## src/rtl/nand_tmr_pkg.sv

```systemverilog
package nand_tmr_pkg;
   localparam int CNT_W        = 3;
   localparam int F_STROBE_LSB = 0;
   localparam int F_HOLD_LSB   = 3;
   localparam int F_SETUP_LSB  = 6;
   localparam int F_EN_BIT     = 9;
   localparam int F_CEOFF_BIT  = 10;
   localparam int CFG_W        = 11;
   localparam int F_RDY_BIT    = 11;

   typedef enum logic [1:0] {
      PH_IDLE   = 2'd0,
      PH_SETUP  = 2'd1,
      PH_STROBE = 2'd2,
      PH_HOLD   = 2'd3
   } phase_e;

   typedef enum logic [1:0] {
      PORT_CFG  = 2'd0,
      PORT_CMD  = 2'd1,
      PORT_ADDR = 2'd2,
      PORT_DATA = 2'd3
   } port_e;

   typedef enum logic [1:0] {
      OP_CMD   = 2'd0,
      OP_ADDR  = 2'd1,
      OP_WDATA = 2'd2,
      OP_RDATA = 2'd3
   } op_e;
endpackage

```

## src/rtl/nand_tmr_sync.sv

```systemverilog
module nand_tmr_sync #(
   parameter int STAGES = 2
) (
   input  logic clk,
   input  logic rst_n,
   input  logic din,
   output logic dout
);
   logic [STAGES-1:0] sr_q;

   generate
      if (STAGES < 2) begin : g_bad_stages
         $error("nand_tmr_sync: STAGES must be at least 2");
      end
   endgenerate

   always_ff @(posedge clk or negedge rst_n) begin
      if (!rst_n) sr_q <= '0;
      else        sr_q <= {sr_q[STAGES-2:0], din};
   end

   assign dout = sr_q[STAGES-1];
endmodule

```

## src/rtl/nand_tmr_cfg.sv

```systemverilog
module nand_tmr_cfg
   import nand_tmr_pkg::*;
#(
   parameter int SETUP_W = 2
) (
   input  logic             clk,
   input  logic             rst_n,
   input  logic             wr_en,
   input  logic [CFG_W-1:0] wdata,
   output logic [CNT_W-1:0] setup_len,
   output logic [CNT_W-1:0] strobe_len,
   output logic [CNT_W-1:0] hold_len,
   output logic             enable,
   output logic             ce_off,
   output logic [CFG_W-1:0] cfg_word
);
   logic [SETUP_W-1:0] setup_q;
   logic [CNT_W-1:0]   strobe_q;
   logic [CNT_W-1:0]   hold_q;
   logic               en_q;
   logic               ceoff_q;

   generate
      if (SETUP_W < 1 || SETUP_W > CNT_W) begin : g_bad_setup
         $error("nand_tmr_cfg: SETUP_W out of range");
      end
      if (SETUP_W == CNT_W) begin : g_wide
         assign setup_len = setup_q;
      end else begin : g_narrow
         logic unused_setup_hi;
         assign setup_len = {{(CNT_W-SETUP_W){1'b0}}, setup_q};
         assign unused_setup_hi = ^wdata[F_SETUP_LSB+CNT_W-1 : F_SETUP_LSB+SETUP_W];
      end
   endgenerate

   always_ff @(posedge clk or negedge rst_n) begin
      if (!rst_n) begin
         setup_q  <= '1;
         strobe_q <= '1;
         hold_q   <= '1;
         en_q     <= 1'b0;
         ceoff_q  <= 1'b1;
      end else if (wr_en) begin
         setup_q  <= wdata[F_SETUP_LSB +: SETUP_W];
         strobe_q <= wdata[F_STROBE_LSB +: CNT_W];
         hold_q   <= wdata[F_HOLD_LSB +: CNT_W];
         en_q     <= wdata[F_EN_BIT];
         ceoff_q  <= wdata[F_CEOFF_BIT];
      end
   end

   assign strobe_len = strobe_q;
   assign hold_len   = hold_q;
   assign enable     = en_q;
   assign ce_off     = ceoff_q;
   assign cfg_word   = {ceoff_q, en_q, setup_len, hold_q, strobe_q};
endmodule

```

## src/rtl/nand_tmr_seq.sv

```systemverilog
module nand_tmr_seq
   import nand_tmr_pkg::*;
#(
   parameter int BUS_W = 8
) (
   input  logic             clk,
   input  logic             rst_n,
   input  logic             start,
   input  op_e              op,
   input  logic [BUS_W-1:0] wbyte,
   input  logic [CNT_W-1:0] setup_len,
   input  logic [CNT_W-1:0] strobe_len,
   input  logic [CNT_W-1:0] hold_len,
   input  logic [BUS_W-1:0] dq_in,
   output logic             idle,
   output logic             cle,
   output logic             ale,
   output logic             we_n,
   output logic             re_n,
   output logic [BUS_W-1:0] dq_out,
   output logic             dq_oe,
   output logic             rd_done,
   output logic [BUS_W-1:0] rd_byte
);
   phase_e           phase_q;
   logic [CNT_W-1:0] cnt_q;
   op_e              op_q;
   logic [BUS_W-1:0] wbyte_q;
   logic [BUS_W-1:0] rbyte_q;
   logic             last;
   logic             is_read;

   assign last    = (cnt_q == '0);
   assign is_read = (op_q == OP_RDATA);

   always_ff @(posedge clk or negedge rst_n) begin
      if (!rst_n) begin
         phase_q <= PH_IDLE;
         cnt_q   <= '0;
         op_q    <= OP_CMD;
         wbyte_q <= '0;
         rbyte_q <= '0;
      end else begin
         case (phase_q)
            PH_IDLE: if (start) begin
               phase_q <= PH_SETUP;
               cnt_q   <= setup_len;
               op_q    <= op;
               wbyte_q <= wbyte;
            end
            PH_SETUP: if (last) begin
               phase_q <= PH_STROBE;
               cnt_q   <= strobe_len;
            end else cnt_q <= cnt_q - 1'b1;
            PH_STROBE: if (last) begin
               phase_q <= PH_HOLD;
               cnt_q   <= hold_len;
               if (is_read) rbyte_q <= dq_in;
            end else cnt_q <= cnt_q - 1'b1;
            default: if (last) phase_q <= PH_IDLE;
                     else      cnt_q   <= cnt_q - 1'b1;
         endcase
      end
   end

   assign idle    = (phase_q == PH_IDLE);
   assign cle     = !idle && (op_q == OP_CMD);
   assign ale     = !idle && (op_q == OP_ADDR);
   assign we_n    = !((phase_q == PH_STROBE) && !is_read);
   assign re_n    = !((phase_q == PH_STROBE) && is_read);
   assign dq_oe   = !idle && !is_read;
   assign dq_out  = wbyte_q;
   assign rd_done = (phase_q == PH_HOLD) && last && is_read;
   assign rd_byte = rbyte_q;
endmodule

```

## src/rtl/nand_strobe_timer.sv

```systemverilog
module nand_strobe_timer
   import nand_tmr_pkg::*;
#(
   parameter int HOST_W     = 32,
   parameter int BUS_W      = 8,
   parameter bit WIDE_SETUP = 1'b0
) (
   input  logic              clk,
   input  logic              rst_n,
   input  logic              hst_req,
   input  logic              hst_we,
   input  logic [1:0]        hst_sel,
   input  logic [HOST_W-1:0] hst_wdata,
   output logic              hst_rdy,
   output logic              hst_rvalid,
   output logic [HOST_W-1:0] hst_rdata,
   output logic              nf_ce_n,
   output logic              nf_cle,
   output logic              nf_ale,
   output logic              nf_we_n,
   output logic              nf_re_n,
   output logic [BUS_W-1:0]  nf_dq_out,
   output logic              nf_dq_oe,
   input  logic [BUS_W-1:0]  nf_dq_in,
   input  logic              nf_rb
);
   localparam int SETUP_W = WIDE_SETUP ? CNT_W : CNT_W - 1;

   generate
      if (HOST_W < F_RDY_BIT + 1) begin : g_bad_host
         $error("nand_strobe_timer: HOST_W too small for the control word");
      end
      if (BUS_W < 1 || BUS_W > CFG_W) begin : g_bad_bus
         $error("nand_strobe_timer: BUS_W out of range");
      end
   endgenerate

   logic             idle, accept, cfg_wr, cfg_rd, start, imm_zero;
   logic             enable, ce_off, rb_sync, rd_done;
   logic [CNT_W-1:0] setup_len, strobe_len, hold_len;
   logic [CFG_W-1:0] cfg_word;
   logic [BUS_W-1:0] rd_byte;
   op_e              op;
   logic             unused_wdata_hi;

   assign unused_wdata_hi = ^hst_wdata[HOST_W-1:CFG_W];

   assign hst_rdy  = idle;
   assign accept   = hst_req && idle;
   assign cfg_wr   = accept && hst_we && (hst_sel == PORT_CFG);
   assign cfg_rd   = accept && !hst_we && (hst_sel == PORT_CFG);
   assign start    = accept && enable && (hst_sel != PORT_CFG)
                     && (hst_we || hst_sel == PORT_DATA);
   assign imm_zero = accept && !hst_we && (hst_sel != PORT_CFG) && !start;

   always_comb begin
      case (hst_sel)
         PORT_CMD:  op = OP_CMD;
         PORT_ADDR: op = OP_ADDR;
         default:   op = hst_we ? OP_WDATA : OP_RDATA;
      endcase
   end

   nand_tmr_cfg #(.SETUP_W(SETUP_W)) u_cfg (
      .clk        (clk),
      .rst_n      (rst_n),
      .wr_en      (cfg_wr),
      .wdata      (hst_wdata[CFG_W-1:0]),
      .setup_len  (setup_len),
      .strobe_len (strobe_len),
      .hold_len   (hold_len),
      .enable     (enable),
      .ce_off     (ce_off),
      .cfg_word   (cfg_word)
   );

   nand_tmr_sync #(.STAGES(2)) u_rb_sync (
      .clk   (clk),
      .rst_n (rst_n),
      .din   (nf_rb),
      .dout  (rb_sync)
   );

   nand_tmr_seq #(.BUS_W(BUS_W)) u_seq (
      .clk        (clk),
      .rst_n      (rst_n),
      .start      (start),
      .op         (op),
      .wbyte      (hst_wdata[BUS_W-1:0]),
      .setup_len  (setup_len),
      .strobe_len (strobe_len),
      .hold_len   (hold_len),
      .dq_in      (nf_dq_in),
      .idle       (idle),
      .cle        (nf_cle),
      .ale        (nf_ale),
      .we_n       (nf_we_n),
      .re_n       (nf_re_n),
      .dq_out     (nf_dq_out),
      .dq_oe      (nf_dq_oe),
      .rd_done    (rd_done),
      .rd_byte    (rd_byte)
   );

   always_ff @(posedge clk or negedge rst_n) begin
      if (!rst_n) begin
         hst_rvalid <= 1'b0;
         hst_rdata  <= '0;
      end else begin
         hst_rvalid <= cfg_rd || imm_zero || rd_done;
         if (cfg_rd)
            hst_rdata <= HOST_W'({rb_sync, cfg_word});
         else if (imm_zero)
            hst_rdata <= '0;
         else if (rd_done)
            hst_rdata <= HOST_W'(rd_byte);
      end
   end

   assign nf_ce_n = ce_off;
endmodule

```

## config.mk

```make
export PLATFORM = sky130hd
export DESIGN_NAME = nand_strobe_timer
export DESIGN_NICKNAME = d
export VERILOG_FILES = /design/src/rtl/nand_tmr_pkg.sv /design/src/rtl/nand_tmr_sync.sv /design/src/rtl/nand_tmr_cfg.sv /design/src/rtl/nand_tmr_seq.sv /design/src/rtl/nand_strobe_timer.sv
export SDC_FILE = /design/constraint.sdc
export NUM_CORES = 1
export LEC_CHECK = 0
export BUFFER_PORTS_ARGS = -buffer_cell sky130_fd_sc_hd__buf_2
export CAP_MARGIN = 20
export CORE_MARGIN = 2
export CORE_UTILIZATION = 44
export DETAILED_ROUTE_END_ITERATION = 10
export PLACE_DENSITY = 0.76
export SLEW_MARGIN = 20
export SYNTH_ARGS = -nofsm -noshare
export SYNTH_HDL_FRONTEND = slang
export SYNTH_SLANG_ARGS = --single-unit
```

## constraint.sdc

```tcl
create_clock -name clk -period 1.7 [get_ports clk]
set_input_delay 0.255 -clock clk [delete_from_list [all_inputs] [get_ports clk]]
set_output_delay 0.255 -clock clk [all_outputs]
set_load 0.05 [all_outputs]
```

=== Yosys cells after proc, flatten, opt, wreduce, memory -nomap -nowiden ===
Index checks and enable logic that the tools add are counted.

* Flip-flop bits (word level): 68
* Input port bits: 47
* Output and inout bits: 48
* Logic and storage cells: 78

* Add/subtract/negate cells: 1
* Equal/unequal tests: 12
* Muxes and demuxes: 15
* Reduce and logical (&&, ||, !) cells: 37

{| class="wikitable"
|+ Operators with widths
! kind !! count
|-
| $mux W32 || 3
|-
| $logic_and A1 B1 Y1 || 17
|-
| $mux W3 || 4
|-
| $eq A2 B2 Y1 const B || 5
|-
| $pmux W3 S3 || 1
|-
| $mux W2 || 4
|-
| $eq A2 B1 Y1 const B || 3
|-
| $logic_not A1 Y1 || 6
|-
| $logic_not A2 Y1 || 3
|-
| $ne A2 B1 Y1 const B || 3
|-
| $pmux W2 S3 || 1
|-
| $ne A4 B4 Y1 const B || 1
|-
| $pmux W2 S2 || 1
|-
| $reduce_and A2 Y1 || 2
|-
| $reduce_and A4 Y1 || 1
|-
| $reduce_bool A2 Y1 || 2
|-
| $logic_not A3 Y1 || 1
|-
| $logic_or A1 B1 Y1 || 3
|-
| $reduce_and A3 Y1 || 1
|-
| $reduce_bool A3 Y1 || 1
|-
| $sub A3 B1 Y3 const B || 1
|-
| $mux W1 || 1
|}

=== Depth between registers and ports, before layout ===
* Word-level depth: 9
* Gate-level depth with buffers: 10
* Mapped depth without buffers: 8

=== By module ===
Synthesis repeated with hierarchy kept, for this count alone.

* Cell total of the unflattened synthesis: 216
* Area, all modules: 2645.0 um2

{| class="wikitable"
|+ Modules (own cells, without submodules)
! module !! instances !! cells each !! area an instance (um2) !! sequential area each (um2)
|-
| nand_tmr_seq || 1 || 97 || 1198.6 || 575.6
|-
| nand_strobe_timer || 1 || 83 || 879.6 || 325.3
|-
| nand_tmr_cfg || 1 || 34 || 516.7 || 261.5
|-
| nand_tmr_sync || 1 || 2 || 50.0 || 50.0
|}

=== Worst setup path after synthesis ===
OpenSTA, ideal clock, no wires.

* Kind: flip-flop to output port
* From: reg u_seq.phase_q[1]
* To: out nf_ale
* Arrival time: 2.347 ns
* Required time: 1.445 ns
* Path slack: -0.902 ns
* Cell stages (with the launch flop): 5
* Path through: dfrtp_1 -> inv_1 -> ha_1 -> clkbuf_1 -> nor3b_1

* Longest elaborated chain between the ends: 3

{| class="wikitable"
|+ RTL lines
! what !! RTL line !! text
|-
| start, declared || nand_tmr_seq.sv:25 || <nowiki>phase_e phase_q;</nowiki>
|-
| start signal, assigned || nand_tmr_seq.sv:38 || <nowiki>phase_q <= PH_IDLE;</nowiki>
|-
| start signal, assigned || nand_tmr_seq.sv:46 || <nowiki>phase_q <= PH_SETUP;</nowiki>
|-
| start signal, assigned || nand_tmr_seq.sv:52 || <nowiki>phase_q <= PH_STROBE;</nowiki>
|-
| $logic_not A2 Y1 || nand_tmr_seq.sv:66 || <nowiki>assign idle = (phase_q == PH_IDLE);</nowiki>
|-
| via hst_rdy || nand_strobe_timer.sv:14 || <nowiki>output logic hst_rdy,</nowiki>
|-
| $logic_not A1 Y1 || nand_tmr_seq.sv:68 || <nowiki>assign ale = !idle && (op_q == OP_ADDR);</nowiki>
|-
| $logic_and A1 B1 Y1 || nand_tmr_seq.sv:68 ||
|-
| end, declared || nand_strobe_timer.sv:19 || <nowiki>output logic nf_ale,</nowiki>
|}

The timed path passes the listed nets, and every way through them passes these cells.

=== Worst setup path after layout ===
* From: reg u_seq.phase_q[1]
* To: out nf_ale

* Longest elaborated chain between the ends: 3

{| class="wikitable"
|+ RTL lines
! what !! RTL line
|-
| $logic_not A2 Y1 || nand_tmr_seq.sv:66
|-
| $logic_not A1 Y1 || nand_tmr_seq.sv:68
|-
| $logic_and A1 B1 Y1 || nand_tmr_seq.sv:68
|}

No other way between the ends.

==> results.sh <==
export IMPL_drc=0
export IMPL_clock_path_buffers=2
export IMPL_fin_util_pct=62.94
export IMPL_synthAdderAreaFrac_pct=5.214
export IMPL_ys_ff_latch=47
export IMPL_leakage_nw=1.526
export IMPL_antenna_found_initial=0
export IMPL_max_clock_freq_ghz=0.5756
export IMPL_path_class="reg -> out"
export IMPL_synth_ff_type="dfrtp_1"
export IMPL_root_buffer="clkbuf_8"
export IMPL_cts_tree="built"
export IMPL_synth_mux_area_share_pct=13.50
export IMPL_failed_checks="setup timing"
export IMPL_synth_edf_count=0
export IMPL_ant_nets=0
export IMPL_yosysSeqAreaShare_pct=49.48
export IMPL_status="complete, but fails checks"
export IMPL_finalPower_mw=6.955
export IMPL_synthArstFlopShare_pct=100.0
export IMPL_arrival_ps=1480
export IMPL_wl_per_cell_um=14.48
export IMPL_drt_wl_total_um=5258
export IMPL_hold_path_class="in -> reg"
export IMPL_grt_max_degree=48
export IMPL_clock_sinks=47
export IMPL_reg2reg_from="u_seq.phase_q[1]"
export IMPL_finalSetupViolCount=3
export IMPL_grt_pass1_wl_um=8314
export IMPL_required_ps=1440
export IMPL_skew_ps=6.369
export IMPL_cts_htree_levels=2
export IMPL_instances_no_fill=363
export IMPL_drt_iter0_drc=89
export IMPL_fin_area_mm2=0.003256
export IMPL_vias=1841
export IMPL_peakVddDrop_mv=1.371
export IMPL_path_cells="inv_4 -> ha_4 -> buf_12 -> nor3b_4 -> buf_6"
export IMPL_min_path_cells=1
export IMPL_r2r_cells=6
export IMPL_rrSetupSlack_ps=-20
export IMPL_avgSynthCellArea_um2=11.43
export IMPL_cpLargestDelayFamily="flip-flops"
export IMPL_coreArea_mm2=0.005172
export IMPL_fin_ws_ps=-37.25
export IMPL_finalMaxSlewViolations=0
export IMPL_worstPathMaxFanout=5
export IMPL_period_needed_ps=1737
export IMPL_antenna_cells=0
export IMPL_crit_path_start_kind="flip-flop"
export IMPL_endpoint_kind="output pin"
export IMPL_hpwlAfterDp_um=3762
export IMPL_grt_overflow=0
export IMPL_path_buf_inv=3
export IMPL_syn_inst=210
export IMPL_place_inst=347
export IMPL_rows=26
export IMPL_path_clk_slew_ps=100
export IMPL_synth_top_area_share_pct=39.62
export IMPL_avgViaCountPerCell=5.072
export IMPL_yosys_area_top_type="dfrtp_1"
export IMPL_synth_top_family_by_area="multiplexers"
export IMPL_hold_ws_ps=53.21
export IMPL_io_buffers=51
export IMPL_synthTopCellsByArea="dfrtp_1 (40%), mux2_2 (13%), dfstp_2 (9.9%)"
export IMPL_final_period_utilization_pct=102.2
export IMPL_io_pins=95
export IMPL_syn_area_mm2=0.002400
export IMPL_initial_utilization_pct=46.40
export IMPL_grt_pass1_vias=1763
export IMPL_clock_latency_ps=300
export IMPL_grt_util_all_layers_pct=17.32
export IMPL_min_to="u_rb_sync.sr_q[0]"
export IMPL_die_y_um=77.85
export IMPL_area_delta_synth_final_pct=35.66
export IMPL_synth_compound_area_share_pct=12.72
export IMPL_die_x_um=77.85
export IMPL_synth_distinct_cells=43
export IMPL_rsz0062_at_grt="true"
export IMPL_cpMaxStageDelayCell="dfrtp_2"
export IMPL_cts_buffers=5
export IMPL_layout_drive_gt1_share_pct=56.66
export IMPL_power_density_mw_per_mm2=2136
export IMPL_fin_nets=349
export IMPL_cpPeakStageDelay_ps=450
export IMPL_dieArea_mm2=0.006061
export IMPL_placedInstanceArea_mm2=0.002890
export IMPL_drt_pre_antenna_iters=4
export IMPL_reg2reg_to="u_seq.cnt_q[1]"
export IMPL_synth_xor_area_share_pct=0
export IMPL_cap_violations=0
export IMPL_synth_simple_gate_area_share_pct=8.863
export IMPL_gp_congestion=0.9114
export IMPL_hold_start="nf_rb"
export IMPL_hold_viol=0
export IMPL_ys_warn_count=0
worst register-to-register path, stage by stage, from the launching register on:
cell	delay, ps
dfrtp_2	470
inv_4	90
ha_4	170
nand2_4	60
o32a_1	440
buf_4	170
a22o_1	220
stage by stage:
step	setup TNS, ps	setup WS, ps
after CTS	-63.17	-22.55
final	-69.88	-37.25
after global routing	-895.5	-99.68
after detailed placement	-518.8	-66.38
after floorplan	-628.9	-70.10
after global placement	-166.2	-64.41
logic make-up (layout without fill, tap and decap cells):
| logic type | Yosys count | in the layout |
|---|---|---|
| mux | 29 | 29 |
| flops | 47 | 47 |
| fa+ha+maj | 10 | 10 |
| buf+inv | 39 | 102 |
| other cells | 1 | 21 |
| simple gates | 40 | 40 |
| compound gates | 44 | 44 |
synth_stat cells (2+ instances only):
cell	count
a21oi_1	14
a22o_1	4
a22oi_1	9
buf_2	3
buf_4	21
clkbuf_1	2
dfrtp_1	38
dfstp_2	9
ha_1	10
inv_1	11
mux2_2	27
mux2i_1	2
nand2_1	7
nand2b_1	2
nand3_1	2
nor2_1	13
nor3_1	2
nor3b_1	4
o21ai_0	5
o311ai_0	2
worst max path at each step:
stage               depth (start not counted)              from               end
global placement                            6  u_seq.phase_q[0]    u_seq.cnt_q[1]
detailed placement                          6        hst_sel[0]  u_seq.phase_q[1]
floorplan                                   6  u_seq.phase_q[1]  u_seq.phase_q[1]
global route                                5  u_seq.phase_q[1]            nf_ale
CTS                                         6  u_seq.phase_q[0]    u_seq.cnt_q[1]
finish                                      5  u_seq.phase_q[1]            nf_ale
routing by layer:
layer / vias to the layer above / global-route usage [%] / wire length [um]
met5: - / 0 / 0
met4: 0 / 7.321 / 71
met3: 4 / 2.791 / 363
met2: 68 / 27.76 / 2553
met1: 900 / 23.28 / 2270
li1: 869 / - / -
area by class of cell:
class,count,area (um^2)
clock buffer,5,68.82
multi-input combinational,144,1231
timing repair buffer,80,555.5
fill,411,1917
inverter,12,60.06
timing repair inverter,2,17.52
clock inverter,3,46.29
sequential,47,1189
tap,70,87.58
sequential cells by signal (all words and copies together), names as in the netlist:
| signal | flops |
|---|---|
| hst_rdata | 11 |
| u_seq.rd_byte | 8 |
| u_seq.op_q | 2 |
| u_seq.dq_out | 8 |
| u_cfg.enable | 1 |
| u_seq.cnt_q | 3 |
| u_cfg.setup_q | 2 |
| u_cfg.ce_off | 1 |
| u_cfg.hold_len | 3 |
| u_cfg.strobe_len | 3 |
| u_rb_sync.sr_q | 2 |
| u_seq.phase_q | 2 |
| hst_rvalid | 1 |
timing repair:
item / 4_1_cts / 5_1_grt
setup buffers: 4 / 2
hold buffers: 1 / 0
pin swaps: 4 / 16
endpoints found under the setup margin: 18 / 32
gates cloned: 0 / 2
gates resized for setup: 14 / 39
hold endpoints to repair: 38 / 0
cell usage in the layout, fill, tap and decap left out, types with 2 or more instances in the layout:
| master | n |
|---|---|
| a21oi_1 | 7 |
| a21oi_2 | 7 |
| a22o_1 | 4 |
| a22oi_1 | 2 |
| a22oi_2 | 7 |
| buf_12 | 3 |
| buf_2 | 46 |
| buf_4 | 22 |
| buf_6 | 6 |
| clkbuf_8 | 5 |
| conb_1 | 21 |
| dfrtp_1 | 37 |
| dfstp_2 | 9 |
| ha_1 | 6 |
| ha_4 | 3 |
| inv_1 | 7 |
| inv_2 | 3 |
| inv_6 | 2 |
| mux2_2 | 27 |
| mux2i_1 | 2 |
| nand2_1 | 6 |
| nand2b_1 | 2 |
| nor2_1 | 6 |
| nor2_2 | 6 |
| nor2_4 | 2 |
| nor3b_1 | 3 |
| o21ai_0 | 4 |
power by group:
group / internal [mW] / switching, mW / leakage (nW)
Clock: 0.443 / 0.396 / 0.0548
Sequential: 1.70 / 0.428 / 0.569
Combinational: 1.60 / 2.38 / 0.903
Note: power is estimated with default switching activity, not from simulation.
